--- config.mk ---
export PLATFORM = sky130hd
export DESIGN_NAME = ipc_core
export DESIGN_NICKNAME = d
export VERILOG_FILES = /design/src/rtl/ipc_pkg.sv /design/src/rtl/ipc_pend.sv /design/src/rtl/ipc_cfg_regs.sv /design/src/rtl/ipc_service.sv /design/src/rtl/ipc_core.sv
export SDC_FILE = /design/constraint.sdc
export NUM_CORES = 1
export LEC_CHECK = 0
export ABC_AREA = 1
export BUFFER_PORTS_ARGS = -buffer_cell sky130_fd_sc_hd__buf_2
export CORE_MARGIN = 2
export CORE_UTILIZATION = 43
export CTS_CLUSTER_DIAMETER = 30
export DETAILED_ROUTE_END_ITERATION = 8
export GPL_TIMING_DRIVEN = 0
export PLACE_DENSITY_LB_ADDON = 0.08
export RECOVER_POWER = 100
export REMOVE_ABC_BUFFERS = 1
export SYNTH_ARGS = -nofsm -noshare
export SYNTH_HDL_FRONTEND = slang
export SYNTH_HIERARCHICAL = 1
export SYNTH_SLANG_ARGS = --single-unit
--- constraint.sdc ---
create_clock -name clk -period 4.6 [get_ports clk]
set_input_delay 0.92 -clock clk [delete_from_list [all_inputs] [get_ports clk]]
set_output_delay 0.92 -clock clk [all_outputs]
set_load 0.05 [all_outputs]
--- src/rtl/ipc_pkg.sv ---
package ipc_pkg;

    localparam int DW = 32;
    localparam int AW = 5;

    localparam logic [AW-1:0] A_PEND   = 5'h00;
    localparam logic [AW-1:0] A_ROUTE  = 5'h04;
    localparam logic [AW-1:0] A_MASK   = 5'h08;
    localparam logic [AW-1:0] A_PRIO   = 5'h0C;
    localparam logic [AW-1:0] A_INSERV = 5'h10;
    localparam logic [AW-1:0] A_OFFSET = 5'h14;

    typedef enum logic [2:0] {
        SEL_PEND, SEL_ROUTE, SEL_MASK, SEL_PRIO, SEL_INSERV, SEL_OFFSET, SEL_NONE
    } reg_sel_e;

    typedef struct packed {
        logic          we;
        reg_sel_e      sel;
        logic [DW-1:0] data;
    } bus_op_t;

    function automatic reg_sel_e decode_addr(input logic [AW-1:0] a);
        case (a)
            A_PEND:   return SEL_PEND;
            A_ROUTE:  return SEL_ROUTE;
            A_MASK:   return SEL_MASK;
            A_PRIO:   return SEL_PRIO;
            A_INSERV: return SEL_INSERV;
            A_OFFSET: return SEL_OFFSET;
            default:  return SEL_NONE;
        endcase
    endfunction

endpackage

--- src/rtl/ipc_pend.sv ---
module ipc_pend #(
    parameter int N_SRC = 32
) (
    input  logic             clk,
    input  logic             rst,
    input  logic [N_SRC-1:0] req,
    input  logic             clr_en,
    input  logic [N_SRC-1:0] clr_bits,
    output logic [N_SRC-1:0] pend_q
);
    for (genvar i = 0; i < N_SRC; i++) begin : g_bit
        always_ff @(posedge clk) begin
            if (rst)
                pend_q[i] <= 1'b0;
            else if (req[i])
                pend_q[i] <= 1'b1;
            else if (clr_en && clr_bits[i])
                pend_q[i] <= 1'b0;
        end
    end
endmodule

--- src/rtl/ipc_cfg_regs.sv ---
module ipc_cfg_regs
    import ipc_pkg::*;
#(
    parameter int N_SRC = 32
) (
    input  logic             clk,
    input  logic             rst,
    input  bus_op_t          op,
    output logic [N_SRC-1:0] route_q,
    output logic [N_SRC-1:0] mask_q,
    output logic [DW-1:0]    prio_q
);
    logic [N_SRC-1:0] wr_bits;
    logic [N_SRC-1:0] route_d;

    assign wr_bits = op.data[N_SRC-1:0];
    // isolate the lowest set bit: at most one fast-routed source
    assign route_d = wr_bits & (~wr_bits + 1'b1);

    always_ff @(posedge clk) begin
        if (rst) begin
            route_q <= '0;
            mask_q  <= '1;
            prio_q  <= '0;
        end else if (op.we) begin
            case (op.sel)
                SEL_ROUTE: route_q <= route_d;
                SEL_MASK:  mask_q  <= wr_bits;
                SEL_PRIO:  prio_q  <= op.data;
                default: ;
            endcase
        end
    end
endmodule

--- src/rtl/ipc_service.sv ---
module ipc_service #(
    parameter int N_SRC = 32,
    parameter int IDX_W = $clog2(N_SRC)
) (
    input  logic             clk,
    input  logic             rst,
    input  logic [N_SRC-1:0] cand,
    input  logic             win_valid,
    input  logic [IDX_W-1:0] win_idx,
    input  logic             clr_en,
    input  logic [N_SRC-1:0] clr_bits,
    output logic [N_SRC-1:0] inserv_q,
    output logic [IDX_W-1:0] offset_q
);
    logic [N_SRC-1:0] inserv_d;
    logic [IDX_W-1:0] offset_d;
    logic             take;

    assign take = (inserv_q == '0) && win_valid && cand[win_idx];

    always_comb begin
        inserv_d = clr_en ? (inserv_q & ~clr_bits) : inserv_q;
        offset_d = offset_q;
        if (take) begin
            inserv_d          = '0;
            inserv_d[win_idx] = 1'b1;
            offset_d          = win_idx;
        end
    end

    always_ff @(posedge clk) begin
        if (rst) begin
            inserv_q <= '0;
            offset_q <= '0;
        end else begin
            inserv_q <= inserv_d;
            offset_q <= offset_d;
        end
    end
endmodule

--- src/rtl/ipc_core.sv ---
module ipc_core
    import ipc_pkg::*;
#(
    parameter int N_SRC = 32,
    localparam int IDX_W = $clog2(N_SRC)
) (
    input  logic             clk,
    input  logic             rst,
    input  logic [N_SRC-1:0] src_req,
    input  logic             bus_we,
    input  logic [AW-1:0]    bus_addr,
    input  logic [DW-1:0]    bus_wdata,
    output logic [DW-1:0]    bus_rdata,
    output logic [N_SRC-1:0] cand_o,
    input  logic             win_valid_i,
    input  logic [IDX_W-1:0] win_idx_i,
    output logic [DW-1:0]    prio_cfg_o,
    output logic             fast_irq_o,
    output logic             norm_irq_o
);
    bus_op_t          op;
    logic [N_SRC-1:0] pend_q, route_q, mask_q, inserv_q;
    logic [IDX_W-1:0] offset_q;
    logic [DW-1:0]    prio_q;

    assign op.we   = bus_we;
    assign op.sel  = decode_addr(bus_addr);
    assign op.data = bus_wdata;

    ipc_pend #(.N_SRC(N_SRC)) pend_i (
        .clk(clk), .rst(rst), .req(src_req),
        .clr_en(op.we && op.sel == SEL_PEND),
        .clr_bits(op.data[N_SRC-1:0]),
        .pend_q(pend_q)
    );

    ipc_cfg_regs #(.N_SRC(N_SRC)) cfg_i (
        .clk(clk), .rst(rst), .op(op),
        .route_q(route_q), .mask_q(mask_q), .prio_q(prio_q)
    );

    logic [N_SRC-1:0] live;
    assign live       = pend_q & ~mask_q;
    assign cand_o     = live & ~route_q;
    assign fast_irq_o = |(live & route_q);

    ipc_service #(.N_SRC(N_SRC), .IDX_W(IDX_W)) svc_i (
        .clk(clk), .rst(rst), .cand(cand_o),
        .win_valid(win_valid_i), .win_idx(win_idx_i),
        .clr_en(op.we && op.sel == SEL_INSERV),
        .clr_bits(op.data[N_SRC-1:0]),
        .inserv_q(inserv_q), .offset_q(offset_q)
    );

    assign norm_irq_o = |inserv_q;
    assign prio_cfg_o = prio_q;

    always_comb begin
        case (op.sel)
            SEL_PEND:   bus_rdata = DW'(pend_q);
            SEL_ROUTE:  bus_rdata = DW'(route_q);
            SEL_MASK:   bus_rdata = DW'(mask_q);
            SEL_PRIO:   bus_rdata = prio_q;
            SEL_INSERV: bus_rdata = DW'(inserv_q);
            SEL_OFFSET: bus_rdata = DW'(offset_q);
            default:    bus_rdata = '0;
        endcase
    end
endmodule

# Word level (Yosys, flattened, before mapping)
# Cells that the tools add are included.
[word_totals] elab_cells=208 latch_bits=0 ram_bits=0 mem_bits_ro=0 register_bits=165 output_inout_bits=98 memories=0 input_bits=78
[classes] n_mux=72 reduce_logical=78 n_shift=0 addsub=1 div_mod_pow=0 bitwise_logic=8 n_eq_ne=10 n_lt_le_gt_ge=2 n_mul=0
[op_table] cell="$pmux W32 S6" n=1
[op_table] cell="$and A32 B32 Y32" n=5
[op_table] cell="$not A32 Y32" n=3
[op_table] cell="$mux W1" n=66
[op_table] cell="$reduce_bool A2 Y1" n=33
[op_table] cell="$mux W32" n=2
[op_table] cell="$reduce_or A32 Y1" n=2
[op_table] cell="$logic_and A1 B1 Y1" n=37
[op_table] cell="$add A32 B1 Y32 const B" n=1
[op_table] cell="$logic_not A32 Y1" n=1
[op_table] cell="$pmux W3 S6" n=1
[op_table] cell="$eq A5 B4 Y1 const B" n=2
[op_table] cell="$eq A5 B5 Y1 const B" n=2
[op_table] cell="$eq A3 B2 Y1 const B" n=2
[op_table] cell="$eq A3 B3 Y1 const B" n=2
[op_table] cell="$lt A5 B6 Y1 const B" n=1
[op_table] cell="$reduce_and A2 Y1" n=3
[op_table] cell="$bmux W1 S5" n=1
[op_table] cell="$demux W1 S5" n=1
[op_table] cell="$eq A5 B3 Y1 const B" n=1
[op_table] cell="$ge A5 B1 Y1 const B" n=1
[op_table] cell="$logic_not A5 Y1" n=1
[op_table] cell="$eq A3 B1 Y1 const B" n=1
[op_table] cell="$logic_not A3 Y1" n=1

# Logic depth before layout (Yosys ltp)
[logic_depth] word_depth=7 mapped_depth=17 depth_no_buf=16

# Modules after synthesis
# Netlist, hierarchy kept.
[by_module_without_submodules] mod="ipc_cfg_regs" area_each_um2=3927.5 seq_area_each_um2=1921.8 cells_each=529 instances=1
[by_module_without_submodules] mod="ipc_service" area_each_um2=2623.8 seq_area_each_um2=740.7 cells_each=481 instances=1
[by_module_without_submodules] mod="ipc_core" area_each_um2=2322.2 seq_area_each_um2=0.0 cells_each=519 instances=1
[by_module_without_submodules] mod="ipc_pend" area_each_um2=1232.4 seq_area_each_um2=640.6 cells_each=166 instances=1

# Least setup slack after synthesis
# OpenSTA, ideal clock, no wires.
[synth_path] kind="input to output" startpoint="input bus_addr[1]" endpoint="output bus_rdata[19]" t_arrival_ps=2851 stages=12 t_required_ps=3680 slack_ps=829 n_path_buf=2 cell_sequence="nor2_4 > nand2_1 > ha_1 > nand2_2 > buf_6 > nand2_1 > inv_2 > buf_4 > nand3_1 > nand3_1 > nor2_1 > nor2_1"
[synth_rtl] item="from (decl)" line="ipc_core.sv:11" source="input logic [AW-1:0] bus_addr,"
[synth_rtl] item="to (decl)" line="ipc_core.sv:13" source="output logic [DW-1:0] bus_rdata,"

# Worst setup path after layout
[layout_path] startpoint="input bus_addr[4]" endpoint="output bus_rdata[3]"
[layout_via] elab_chain_cells=4 elab_cells_between_ends=14 classes_between="eq/ne (10); mux (2); reduce/logical (2)"
[layout_rtl] item="$eq A5 B5 Y1, or another cell as far along" line="ipc_pkg.sv:24" source="case (a)"
[layout_rtl] item="$pmux W3 S6 *" line="ipc_pkg.sv:24"
[layout_rtl] item="$eq A3 B3 Y1, or another cell as far along" line="ipc_core.sv:59" source="case (op.sel)"
[layout_rtl] item="$pmux W32 S6 *" line="ipc_core.sv:59"
# Mark *: on every way between the ends. The rest lies on a longest branch, timed or not.

==> results.json <==
{
  "status": "finished, final reports clean",
  "required_ps": 3680,
  "final_common_cell": "nand2_1",
  "muxShareOfSynthArea_pct": 0,
  "worst_pin_slew_ps": 1393,
  "max_slew_margin_pct": 6.759,
  "ys.flop_type": "dfxtp_1",
  "max_freq_mhz": 234.0,
  "fin_ws_ps": 326.3,
  "syn_inst": 1695,
  "start_util_pct": 43.44,
  "fin_crit_sh_pct": 92.91,
  "total_power_uw": 5136,
  "clk_latency_ps": 440,
  "drive_above_1_share_pct": 11.14,
  "holdBufCountCts": 0,
  "antenna_found_initial": 1,
  "setup_viol": 0,
  "track_usage_pct": 28.23,
  "slew_viol_final": 0,
  "syn-cell-area_um2": 10110,
  "vias": 10880,
  "synth_simple_gate_area_share_pct": 44.95,
  "crit_type": "input pin to output port",
  "synth_top_family_by_area": "simple AND/OR/NAND/NOR gates",
  "ctsResizeCount": 0,
  "hold_viol": 0,
  "clock_sinks": 165,
  "path_clk_slew_ps": 70,
  "route.detailed.drc": 0,
  "peakVddDrop_uv": 219.0,
  "ys_ff_latch": 165,
  "p_leak_uw": 0.005285,
  "power_density_nw_per_um2": 445.2,
  "worstSetupEndpointType": "output port",
  "htree_num_levels": 4,
  "final_cell_mix": "nand2_1 (481), nor2_1 (309), inv_1 (210)",
  "clock_path_buffers": 2,
  "place.gp.congestion": 0.9518,
  "path_max_fanout": 28,
  "globalRouteOverflowTotal": 0,
  "first_global_vias": 9891,
  "cts_root_buffer": "clkbuf_16",
  "routed_wl_um": 35170,
  "area_delta_synth_final_pct": 14.15,
  "detail-route-antenna-nets": 0,
  "drt_pass1_iterations": 5,
  "post_cts_buffers": 0,
  "hold_path.class": "flop to flop",
  "maxCapViolCount": 0,
  "fp.dieH_um": 157.3,
  "synth_compound_area_share_pct": 10.35,
  "rsz0062_at_grt": "no",
  "post-place-ws_ps": 131.0,
  "portBuffers": 175,
  "fp.coreArea_um2": 23260,
  "nNetsFinal": 1906,
  "hpwl_um": 24350,
  "cts_buffers": 17,
  "die_w_um": 157.3,
  "grt_pass1_wl_um": 53790,
  "io_pins": 176,
  "grt_max_degree": 49,
  "synthXorXnorAreaFrac_pct": 0,
  "post-route-cell-area_um2": 11540,
  "wire_per_inst_um": 16.28,
  "yosysSeqAreaShare_pct": 32.69,
  "ys_types": 37,
  "arrival_ps": 3350,
  "synth_warnings": 6,
  "synthAdderAreaFrac_pct": 0.1238,
  "avgSynthCellArea_um2": 5.962,
  "async_flop_share_pct": 0,
  "placed_area_um2": 11130,
  "period_minus_slack_ps": 4274,
  "finalClockSkew_ps": 12.67,
  "drtIter0Drc": 822,
  "cts_tree": "built",
  "avgViaCountPerCell": 5.038,
  "start_kind": "input pin",
  "rows": 56,
  "hold_slack_ps": 453.4,
  "synth-edff-count": 0,
  "die_area_um2": 24740
}
==> worst max-delay path, cell delays in order <==
cell	delay, ps
buf_2	170
inv_1	70
nor2_1	80
nand2_1	130
ha_1	260
inv_1	180
nand3_2	120
inv_2	520
nand2_1	120
nand2_1	90
nor2_1	40
a21oi_1	160
clkbuf_1	500
==> Yosys cell counts (8+ instances only) <==
library cell / n / area [um^2]
buf_2: 18 / 90.09
o211ai_2: 13 / 162.7
or2_2: 34 / 212.7
nor3b_1: 8 / 60.06
nor3_1: 26 / 130.1
buf_4: 11 / 82.58
clkbuf_1: 24 / 90.09
o21ai_0: 64 / 320.3
dfxtp_1: 165 / 3303
nor4_1: 8 / 50.05
nor2_1: 309 / 1160
nand2_1: 480 / 1802
inv_2: 8 / 30.03
buf_6: 8 / 90.09
nand3_1: 148 / 740.7
a21oi_1: 93 / 465.5
inv_1: 209 / 784.5
nand4_1: 26 / 162.7
==> sequential cells by signal, indices dropped and copies added, names as in the netlist <==
register	flops
pend_i/pend_q	32
svc_i/offset_q	5
cfg_i/route_q	32
cfg_i/prio_q	32
cfg_i/mask_q	32
svc_i/inserv_q	32
==> logic make-up (layout without fill, tap and decap cells) <==
group,after synthesis,count (layout)
flip-flops,165,165
buffers and inverters,286,431
AO/OA/AOI/OAI,183,183
other,0,1
AND/OR/NAND/NOR,1060,1060
adder cells (fa/ha/maj),1,1
==> routing by layer <==
layer  part of all wire [%]  track usage [%]  up-vias
met4                    1.6            8.052        0
met3                    6.6            4.543       32
met5                      0                0        -
li1                       -                -     5588
met1                     46            37.90     4922
met2                     46            46.83      339
==> power breakdown <==
group | leakage [uW] | internal [uW] | total [uW] | switching (uW)
Combinational | 0.00364 | 609 | 1790 | 1180
Sequential | 0.00135 | 1620 | 1810 | 190
Clock | 0.000303 | 900 | 1540 | 635
==> worst paths after layout <==
path                                  startpoint                               to  slack (ps)  depth (start not counted)
hold reg to reg   svc_i/offset_q[1]$_SDFFE_PP0P_   svc_i/offset_q[1]$_SDFFE_PP0P_         450                          2
setup / recovery                     bus_addr[4]                     bus_rdata[3]         330                         13
hold / removal    svc_i/offset_q[1]$_SDFFE_PP0P_   svc_i/offset_q[1]$_SDFFE_PP0P_         450                          2
setup reg to reg   pend_i/pend_q[4]$_SDFFE_PP0P_  svc_i/inserv_q[31]$_SDFFE_PP0P_        1160                         15
==> final cells by class <==
cell class | count | area (um^2)
diodes | 1 | 2.502
clock buffers | 21 | 470.5
clock inverters | 11 | 147.6
fillers | 2604 | 11730
inverters | 220 | 829.5
multi-input cells | 1244 | 5538
flip-flops and latches | 165 | 3303
well taps | 319 | 399.1
repair buffers | 179 | 845.8
==> metrics by stage <==
step                instances  TNS [ps]  util, %
CTS                      2159         0    50.51
finish                   2160         0    49.59
global placement         2123    -60370    47.32
global route             2160         0    49.59
floorplan                1629         0        -
detailed placement       2127         0    47.85
Power figures use the tool's default switching activity.
